[src/rtl/usb_data_rx.sv]
module usb_data_rx #(
  parameter int          ADDR_W   = 6,
  parameter logic [15:0] CRC_POLY = 16'h8005,
  parameter logic [15:0] CRC_INIT = 16'hFFFF,
  parameter logic [15:0] CRC_GOOD = 16'h800D
) (
  input  logic              clk,
  input  logic              rst_n,
  input  logic              bit_vld,
  input  logic [1:0]        line_st,
  input  logic              exp_tgl,
  input  logic              dir,
  output logic              wr_a,
  output logic              wr_b,
  output logic [ADDR_W-1:0] wr_addr,
  output logic [7:0]        wr_data,
  output logic [ADDR_W:0]   byte_cnt,
  output logic              done,
  output logic              tgl_err,
  output logic              pid_err,
  output logic              crc_err,
  output logic              stuff_err,
  output logic              frm_err
);
  localparam logic [7:0] PID_D0 = 8'hC3;
  localparam logic [7:0] PID_D1 = 8'h4B;
  localparam logic [2:0] RUN_MAX = 3'd6;
  localparam logic [7:0] SYNC_HIST = 8'h80;

  typedef enum logic [1:0] {S_IDLE, S_PID, S_DATA, S_DROP} st_t;
  st_t st;

  logic        prev_k, match, dsel;
  logic [7:0]  hist, shr, p0, p1;
  logic [2:0]  ones, nbit;
  logic [1:0]  se0n, pend;
  logic [15:0] crc;

  wire is_se0   = (line_st[1] == line_st[0]);
  wire is_k     = (line_st == 2'b10);
  wire dbit     = (is_k == prev_k);
  wire in_pkt   = (st != S_IDLE);
  wire eop      = in_pkt && (se0n >= 2'd2);
  wire [7:0] byte_nx = {dbit, shr[7:1]};
  wire [7:0] hist_nx = {dbit, hist[7:1]};
  wire byte_done = (nbit == 3'd7);
  wire pid_ok   = (byte_nx == PID_D0) || (byte_nx == PID_D1);
  wire [15:0] crc_nx = {crc[14:0], 1'b0} ^ ((crc[15] ^ dbit) ? CRC_POLY : 16'h0000);

  always_ff @(posedge clk or negedge rst_n) begin
    if (!rst_n) begin
      st <= S_IDLE;
      prev_k <= 1'b0;  match <= 1'b0;  dsel <= 1'b0;
      hist <= 8'hFF;   shr <= '0;  p0 <= '0;  p1 <= '0;
      ones <= '0;  nbit <= '0;  se0n <= '0;  pend <= '0;
      crc <= CRC_INIT;
      wr_a <= 1'b0;  wr_b <= 1'b0;  wr_addr <= '0;  wr_data <= '0;
      byte_cnt <= '0;  done <= 1'b0;
      tgl_err <= 1'b0;  pid_err <= 1'b0;  crc_err <= 1'b0;
      stuff_err <= 1'b0;  frm_err <= 1'b0;
    end else begin
      wr_a <= 1'b0;
      wr_b <= 1'b0;
      done <= 1'b0;
      if (bit_vld) begin
        if (is_se0) begin
          if (in_pkt && se0n != 2'd3) se0n <= se0n + 2'd1;
        end else begin
          prev_k <= is_k;
          se0n   <= '0;
          if (eop) begin
            done <= 1'b1;
            st   <= S_IDLE;
            hist <= 8'hFF;
            if (st == S_DATA) begin
              frm_err <= (nbit != 3'd0) || (pend != 2'd2);
              crc_err <= (crc != CRC_GOOD);
            end else if (st == S_PID) begin
              frm_err <= 1'b1;
            end
          end else begin
            unique case (st)
              S_IDLE: begin
                hist <= hist_nx;
                if (hist_nx == SYNC_HIST) begin
                  st <= S_PID;
                  ones <= 3'd1;  nbit <= '0;  pend <= '0;
                  crc <= CRC_INIT;  byte_cnt <= '0;
                  tgl_err <= 1'b0;  pid_err <= 1'b0;  crc_err <= 1'b0;
                  stuff_err <= 1'b0;  frm_err <= 1'b0;
                end
              end
              S_PID, S_DATA: begin
                if (ones == RUN_MAX) begin
                  ones <= '0;
                  if (dbit) begin
                    stuff_err <= 1'b1;
                    st <= S_DROP;
                  end
                end else begin
                  ones <= dbit ? ones + 3'd1 : 3'd0;
                  shr  <= byte_nx;
                  nbit <= nbit + 3'd1;
                  if (st == S_DATA) crc <= crc_nx;
                  if (byte_done) begin
                    if (st == S_PID) begin
                      if (pid_ok) begin
                        st <= S_DATA;
                        match <= (byte_nx[3] == exp_tgl);
                        tgl_err <= (byte_nx[3] != exp_tgl);
                        dsel <= dir;
                      end else begin
                        pid_err <= 1'b1;
                        st <= S_DROP;
                      end
                    end else begin
                      p1 <= byte_nx;
                      p0 <= p1;
                      if (pend == 2'd2) begin
                        wr_a <= match & ~dsel;
                        wr_b <= match & dsel;
                        wr_data <= p0;
                        wr_addr <= byte_cnt[ADDR_W-1:0];
                        byte_cnt <= byte_cnt + 1'b1;
                      end else begin
                        pend <= pend + 2'd1;
                      end
                    end
                  end
                end
              end
              default: ;
            endcase
          end
        end
      end
    end
  end
endmodule

[config.mk]
export PLATFORM = sky130hd
export DESIGN_NAME = usb_data_rx
export DESIGN_NICKNAME = d
export VERILOG_FILES = /design/src/rtl/usb_data_rx.sv
export SDC_FILE = /design/constraint.sdc
export NUM_CORES = 1
export LEC_CHECK = 0
export BUFFER_PORTS_ARGS = -buffer_cell sky130_fd_sc_hd__buf_2
export CORE_MARGIN = 1.5
export CORE_UTILIZATION = 59
export CTS_CLUSTER_SIZE = 28
export DETAILED_ROUTE_END_ITERATION = 10
export HOLD_SLACK_MARGIN = 0.12
export PLACE_DENSITY = 0.82
export SLEW_MARGIN = 20
export SYNTH_ARGS = -nofsm -noshare
export SYNTH_HDL_FRONTEND = slang
export SYNTH_SLANG_ARGS = --single-unit
[constraint.sdc]
create_clock -name clk -period 2.75 [get_ports clk]
set_input_delay 0.275 -clock clk [delete_from_list [all_inputs] [get_ports clk]]
set_output_delay 0.275 -clock clk [all_outputs]
set_load 0.03 [all_outputs]
Word level (Yosys, flattened, before mapping):

Index checks and enable logic that the tools add are counted.

* word-level logic and storage cells: 179
* memories kept: 0
* register bits after elaboration: 92
* output and inout port bits: 29
* latch bits: 0
* bits of input ports: 7
* RAM bits: 0
* ROM bits: 0

* add/sub/neg operators: 5
* reduce and logical (&&, ||, !) cells: 30
* $lt $le $gt $ge: 1
* multiplexer cells: 75
* div/mod/pow operators: 0
* multiply operators: 0
* equal/unequal tests: 35
* shift-type cells: 0
* bitwise operators: 9

Operator list (number)
* two-way mux 16 bit: 4
* two-way mux 1 bit: 37
* AND reduction 9 bit: 4
* two-way mux 7 bit: 5
* one-hot mux 16 bit (2 select lines): 1
* inequality test 2 bit, second input constant: 14
* AND reduction 7 bit: 4
* two-way mux 2 bit: 13
* AND reduction 5 bit: 4
* == test 8 bit, second input constant: 2
* two-way mux 8 bit: 2
* inequality test 16 bit, second input constant: 1
* AND reduction 8 bit: 2
* bitwise XOR 16 bit: 1
* two-way mux 3 bit: 5
* one-hot mux 7 bit (2 select lines): 1
* inequality test 4 bit, second input constant: 3
* one-hot mux 3 bit (2 select lines): 2
* == test 8 x 7 -> 1 bit, second input constant: 1
* one-hot mux 2 bit (2 select lines): 2
* nonzero test 2 bit: 4
* adder 7 x 1 -> 7 bit, second input constant: 1
* adder 3 x 1 -> 3 bit, second input constant: 2
* == test 2 bit, second input constant: 3
* other kinds (21): 37

Longest topological paths before layout:

Gate-level depths: netlist (run 1).

* depth after elaboration: 10
* mapped depth: 9
* gate-level depth less buffers: 7

Worst setup path after synthesis (run 1):

OpenSTA, ideal clock, no wires.

* path type: register to register
* start point: reg st[1]
* end point: reg wr_data[2]
* slack: 0.246 ns
* stages on the path, launching flop included: 8
* buffers on the path: 0
* setup time: 0.125 ns
* clock period less this slack: 2.504 ns
* required time: 2.625 ns
* arrival: 2.379 ns
* cells stage by stage: dfrtp_1 -> inv_1 -> ha_1 -> o21bai_1 -> nand4_2 -> or3b_2 -> nor2_2 -> mux2_2

* longest elaborated chain between the ends: 4
* elaborated cells on any way between the ends: 8
* those cells by class: eq/ne (2); bitwise (2); reduce/logical (4)

RTL lines
* start: declaration: RTL line 31 `st_t st;`
* start signal: assignment: RTL line 52 `st <= S_IDLE;`
* start signal: assignment: RTL line 73 `st <= S_IDLE;`
* start signal: assignment: RTL line 86 `st <= S_PID;`
* branches (longest 3 deep; another with == test 2 bit)
* AND reduction 8 bit (no source line) (*)
* end signal: assignment: RTL line 122 `wr_data <= p0;`
* end: declaration: RTL line 16 `output logic [7:0] wr_data,`

Mark *: on every way between the ends.
A chain may end at the register's enable or synchronous reset.

Worst setup path in the final report (run 1):

* start point: reg st[1]
* end point: reg crc[5]

* longest elaborated chain between the ends: 4
* elaborated cells on any way between the ends: 13
* those cells by class: eq/ne (5); mux (1); bitwise (1); reduce/logical (6)

RTL lines
* == test 2 bit (tied with other cells): RTL line 82, 104
* OR reduction 2 bit / logical AND 1 bit (equally long branches): RTL line 82, 43
* inequality test 2 bit (no source line) (tied with other cells)
* AND reduction 7 bit (no source line)
* end signal: assignment: RTL line 104 `if (st == S_DATA) crc <= crc_nx;`
* end: declaration: RTL line 37 `logic [15:0] crc;`

Several ways; a longest one is shown, not always the timed one.

==> metrics.txt, run 1 <==
Die X=87.78 um; area leader, netlist=dfrtp_1; CP Class=flop to flop; Hold Fails Final Rpt=0; maxcap violations=0; CP required=about 3000 ps; Cells after DPL=521; Simple-Gate Fraction of Synth Area=between 10% and 20%; share of total power in the clock network=between 10% and 20%; Antenna Cells=0; Worst-Margin Slew=688.1 ps; Finished Layout Cells=539; Setup-failing EPs final=0; post-layout minimum cycle time=between 2000 and 3000 ps; area delta synth->final=13.54%; Flop pwr share=45.1%; vias in the first global route=3072; initial antenna violation count=0; CTS Sinks=90; hold_sp=dir; Netlist cell types=58; area of the mapped netlist=about 0.0042 mm^2; total track usage=between 20% and 30%; Setup Skew=14.93 ps; first-pass detailed-route iteration total=4; sw power=1.936 mW; CTS tree=yes; Synth Register Bits=90; max-slew violations=0; residual DRC count=0; status=completed; dominant synthesized flop cell=dfrtp_1; Core Region=0.006869 mm^2; Synth top area share=about two fifths; final wirelength=8.772 mm; Post-synth EDFFs=0; Post-Syn Area per Cell=10.87 um^2; share of cells above drive strength 1=28.44%; number of H-tree levels=3; starting density of the core=roughly three fifths; cell count after synthesis=390; Die Footprint=0.007704 mm^2; HP Class=input port to flop; Syn Nets=410; Crit. Startpoint=st[1]; Critical R2R Launch=st[1]; num ports=36; Synth Area in Adders=between 3 and 4%; clk slew on worst S/H paths=90 ps; CTS root buffer=clkbuf_8; setup_tns=0 ps; nets@finish=458; CTS Buffer Depth=2; largest net degree at the start of global routing=80; PortBufs=35; RSZ-0062 raised after global routing=no; first-pass GRT wire length=14.70 mm; Worst Path Max Fanout=14; Slew HR=53.70%; clk_lat worst skew=360 ps; initial DRC count=273; CP Launch Type=flop; average wire per standard cell=16.27 um; worst vdd ir=slightly above 600 uV; part of the Yosys area used for sequential elements=53.79%; WP data arrival=about 2800 ps; remaining antenna violation count=0; grt ovf=0; post-synthesis mux area share=8.675%; combinational share of power=a little under two fifths; CP endpoint kind=flop; Vias/cell=slightly below 6; Tot Pwr=4.873 mW; Inserted Clock Buffers=9; vias after detailed routing=3186; largest family of logic cells by synthesized area=compound AO/OA/AOI/OAI gates; cell row count=30; chip height=87.78 um; DP HPWL=5.917 mm; period utilization=between 90% and 100%; pwr/cell area=1012 mW/mm^2; Int Power=a little under 3 mW; Fmax achieved=396.7 MHz; main area contributors after synthesis=dfrtp_1 (40%), dfstp_2 (14%), mux2_2 (8.0%), nand2_1 (3.9%), ha_1 (3.8%); Final GP Congestion=0.9552; Ys Warns=0; Post-synth ARST share=100.0%; Compound-Gate Fraction of Synth Area=15.08%; Lkg Pwr=2.272 nW; xor/xnor share of the synthesized area=1.770%; Sw Share=39.72%
-- what timing repair did --
action,CTS,global route
hold endpoints to repair,67,0
hold buffers,1,0
gates resized for setup,0,2
setup endpoints to repair,0,2
setup buffers,0,0
-- layout make-up --
type                       instances  area, um^2
inverter                          14       52.55
tap                               96       120.1
sequential                        90        2281
fill                             499        2054
multi-input combinational        271        1854
timing repair buffer              52       327.8
clock buffer                      11       141.4
clock inverter                     5       37.54
-- worst max-delay path, cell delays in order, from the launching register on --
cell and delay (ps):
dfrtp_1 430, inv_1 110, ha_1 280, nand3b_1 130, or4_1 520, buf_4 180
a211o_1 480, o22ai_1 220, a21oi_1 100
-- worst paths after layout --
kind / to / slack, ps / depth (start not counted)
setup / recovery: crc[5] / 230 / 8
hold / removal: dsel / 140 / 2
setup reg to reg: crc[5] / 230 / 8
hold reg to reg: wr_a / 450 / 1
max in group asynchronous: crc[6] / 1520 / 4
min in group asynchronous: byte_cnt[3] / 330 / 2
-- synthesized netlist by cell type (3+ instances only) --
master / number
nor3_1: 4
clkbuf_1: 12
a21oi_1: 23
xnor2_1: 5
nand2_1: 44
a31oi_1: 3
a211o_1: 4
mux2i_1: 3
o21ai_0: 22
and3_1: 5
inv_1: 14
nor2_1: 29
nor3b_1: 3
dfrtp_1: 67
o22ai_1: 18
mux2_2: 30
dfstp_2: 23
nor4_1: 6
o22a_1: 7
nand3_1: 7
ha_1: 13
-- cells in the final DEF, fill, tap and decap left out, drive strengths merged, types with 5 or more instances in the layout --
master / count
a21oi: 23
and3: 5
buf: 51
clkbuf: 11
dfrtp: 67
dfstp: 23
ha: 13
inv: 15
mux2: 30
nand2: 44
nand3: 7
nor2: 30
nor4: 6
o21ai: 22
o22a: 7
o22ai: 18
xnor2: 5
-- registers in the layout, indices dropped and copies added, names as in the netlist, 2 cells and up --
| name | flops |
|---|---|
| nbit | 3 |
| hist | 7 |
| pend | 2 |
| st | 2 |
| p1 | 8 |
| wr_data | 8 |
| crc | 16 |
| wr_addr | 6 |
| shr | 7 |
| byte_cnt | 7 |
| ones | 3 |
| p0 | 8 |
| se0n | 2 |
-- through the flow --
step	hold WS, ps	area, um^2	util [%]	setup slack (ps)
floorplan	-20.59	4240	-	246.2
CTS	128.9	4773	69.49	194.0
detailed placement	439.2	4584	66.74	185.5
finish	141.2	4815	70.09	229.2
global placement	432.0	4584	66.74	255.7
global route	140.3	4815	70.09	29.58
-- per-layer routing --
layer | vias up | global-route usage (%) | share of wire [%]
met1 | 1599 | 34.79 | 47
met5 | - | 0 | 0
met4 | 0 | 9.091 | 1.4
li1 | 1518 | - | -
met3 | 12 | 5.278 | 3.7
met2 | 57 | 38.10 | 48
-- power groups by stage --
| stage | clock [mW] | combinational, mW | sequential (mW) |
|---|---|---|---|
| finish | 0.828 | 1.85 | 2.20 |
| global route | 0.892 | 2.05 | 2.26 |
| CTS | 0.849 | 1.83 | 2.19 |
| detailed placement | 0 | 1.82 | 2.22 |
| global placement | 0 | 1.73 | 2.19 |
| floorplan | 0 | 1.25 | 2.24 |
-- cell families (layout without fill, tap and decap cells) --
group,after synthesis,in the layout
xor+xnor,7,7
buf+inv,29,82
mux,33,33
flops,90,90
compound gates,98,98
simple gates,120,120
fa+ha+maj,13,13
Note: power is estimated with default switching activity, not from simulation.
==> inputs of run 2 (changes only) <==
--- a/config.mk
+++ b/config.mk
@@ -11,7 +11,7 @@
 export CTS_CLUSTER_SIZE = 28
 export DETAILED_ROUTE_END_ITERATION = 10
 export HOLD_SLACK_MARGIN = 0.12
-export PLACE_DENSITY = 0.82
+export PLACE_DENSITY = 0.79
 export SLEW_MARGIN = 20
 export SYNTH_ARGS = -nofsm -noshare
 export SYNTH_HDL_FRONTEND = slang
==> run 2 against run 1 <==
Maximum frequency down 0.73%. Clock power hardly changed. Sequential cell count unchanged. Final cell count is the same. Critical endpoint is now crc[6].
==> metrics.txt, run 2 (same netlist as run 1, synthesis figures left out) <==
first-pass GRT wire length=14.06 mm (-4.4%); Setup Skew=9.996 ps (-4.935 ps); initial DRC count=181 (-34%); hold_sp=dir; CTS root buffer=clkbuf_8; period utilization=92.34% (+0.67 points); residual DRC count=0 (unchanged); Setup-failing EPs final=0 (unchanged); commonest non-fill, non-tap cell in the layout=dfrtp_1; Tot Pwr=4.839 mW (-0.69%); Worst R2R Path Depth=8 (unchanged); Antenna Cells=0 (unchanged); Finished Layout Cells=539 (unchanged); first-pass detailed-route iteration total=4 (unchanged); grt met1 use=32.84% (-2.0 points); design area=0.004798 mm^2 (-0.34%); share of cells above drive strength 1=28.44% (unchanged); WP data arrival=2820 ps (about the same); Biggest register=crc; CP required=3030 ps (about the same); hold_ws=142.2 ps (+0.9950 ps); final wirelength=8.356 mm (-4.7%); Bufs and invs on worst path=2 (unchanged); Inserted Clock Buffers=9 (unchanged); delay-heaviest family, CP=compound AO/OA/AOI/OAI gates; crit path cell chain=inv_1, ha_1, nand3b_1, or4_1, buf_4, a211o_1, o22ai_1, a21oi_1; status=completed; busiest metal layer after global routing=met2; Die Footprint=0.007704 mm^2 (unchanged); combinational share of power=37.7% (-0.2 points); Die X=87.78 um (unchanged); max FFs per register=16 (unchanged); Critical Path Stages=8 (unchanged); r2r endpoint=crc[6]; clk_lat worst skew=370 ps (about the same); Worst Setup Slack, final=210.7 ps (-18.42 ps); vias after detailed routing=3174 (-0.38%); chip height=87.78 um (unchanged); Final GP Congestion=0.8908 (-6.7%); R2R setup slack=210 ps (-20 ps); maxcap violations=0 (unchanged); largest net degree at the start of global routing=79 (-1.3%); sw power=1.932 mW (-0.21%); crit-path max cell delay=540 ps (+20 ps); vias in the first global route=3010 (-2.0%); initial antenna violation count=0 (unchanged); Placement Cell Area=0.004584 mm^2 (unchanged); Worst Path Max Fanout=14 (unchanged); Slowest-stage cell, CP=or4_1; setup_tns=0 ps (unchanged); GR Layer Usage met3=4.618% (-0.66 points); post-layout minimum cycle time=2539 ps (+18.42 ps); pwr/cell area=1009 mW/mm^2 (-0.35%); Setup WS pre-CTS=225.0 ps (+39.54 ps); CP Launch Type=flop; Worst-Margin Slew=716.8 ps (+28.72 ps); CTS Sinks=90 (unchanged); Critical R2R Launch=st[1]; HP Class=input port to flop; Hold Fails Final Rpt=0 (unchanged); Core Region=0.006869 mm^2 (unchanged); grt met2 use=35.74% (-2.4 points); post-CTS setup buffers=0 (unchanged); total track usage=23.64% (-1.1 points); cell row count=30 (unchanged); average wire per standard cell=15.50 um (-4.7%); CTS Buffer Depth=2 (unchanged); CP Class=flop to flop; Flop pwr share=45.2% (about the same); Lkg Pwr=2.265 nW (-0.29%); max-slew violations=0 (unchanged); Sw Share=39.91% (+0.19 points); commonest non-fill, non-tap cells in the layout=dfrtp_1 (67), nand2_1 (44), buf_2 (34); Fmax achieved=393.8 MHz (-0.73%); RSZ-0062 raised after global routing=no; grt ovf=0 (unchanged); remaining antenna violation count=0 (unchanged); Cells after DPL=521 (unchanged); DP HPWL=5.652 mm (-4.5%); area delta synth->final=13.16%; Final Util=69.85% (-0.24 points); CP endpoint kind=flop; Vias/cell=5.889 (-0.38%); share of total power in the clock network=17.0% (about the same); starting density of the core=61.73% (unchanged); CTS tree=yes; worst vdd ir=540.9 uV (-11%); num ports=36 (unchanged); Hold Path Stages=2 (unchanged); clk slew on worst S/H paths=90 ps (about the same); worst hold path endpoint=dsel; nets@finish=458 (unchanged); Int Power=2.908 mW (-1.0%); number of H-tree levels=3 (unchanged); Slew HR=51.77% (-1.9 points); PortBufs=35 (unchanged)
## run 2: changes by cell type in the layout (fill, tap and decap cells not counted), sizes merged
cell      change
clkinv        -2
clkinvlp      +2
clkbuf        -1
inv           +1
## run 2: layout make-up
class	count	area, um^2
clock buffers	10	127.6
clock inverters	6	48.80
fillers	523	2071
inverters	14	52.55
multi-input cells	271	1841
flip-flops and latches	90	2281
well taps	96	120.1
repair buffers	52	327.8
## run 2: worst max path at each step
stage | from | endpoint | slack, ps
5_1_grt | st[1] | crc[4] | 20
4_1_cts | hist[5] | byte_cnt[6] | 230
3_3_place_gp | line_st[0] | byte_cnt[2] | 250
6_report | st[1] | crc[6] | 210
3_5_place_dp | line_st[0] | byte_cnt[6] | 230
2_1_floorplan | st[1] | wr_data[2] | 250
## run 2: what timing repair did
item                      in CTS  in global routing
gates resized for setup        0                  0
hold buffers                   1                  0
hold endpoints to repair      67                  0
## run 2: power by group through the flow
stage	Sequential (mW)	Clock (mW)	Combinational, mW
global route	2.25	0.894	2.04
global placement	2.19	0	1.73
CTS	2.19	0.856	1.82
finish	2.19	0.825	1.83
floorplan	2.24	0	1.25
detailed placement	2.21	0	1.80
## run 2: metal layers
layer,vias up,share of wire [%]
met5,-,0
met4,0,2.2
met3,19,4.3
met2,74,47
met1,1563,47
li1,1518,-
## run 2: worst reg2reg max path, cell delays in order, from the launching register on
cell and delay [ps]:
dfrtp_1 440, inv_1 120, ha_1 290, nand3b_1 130
or4_1 540, buf_4 180, a211o_1 470, o22ai_1 200
a21oi_1 90
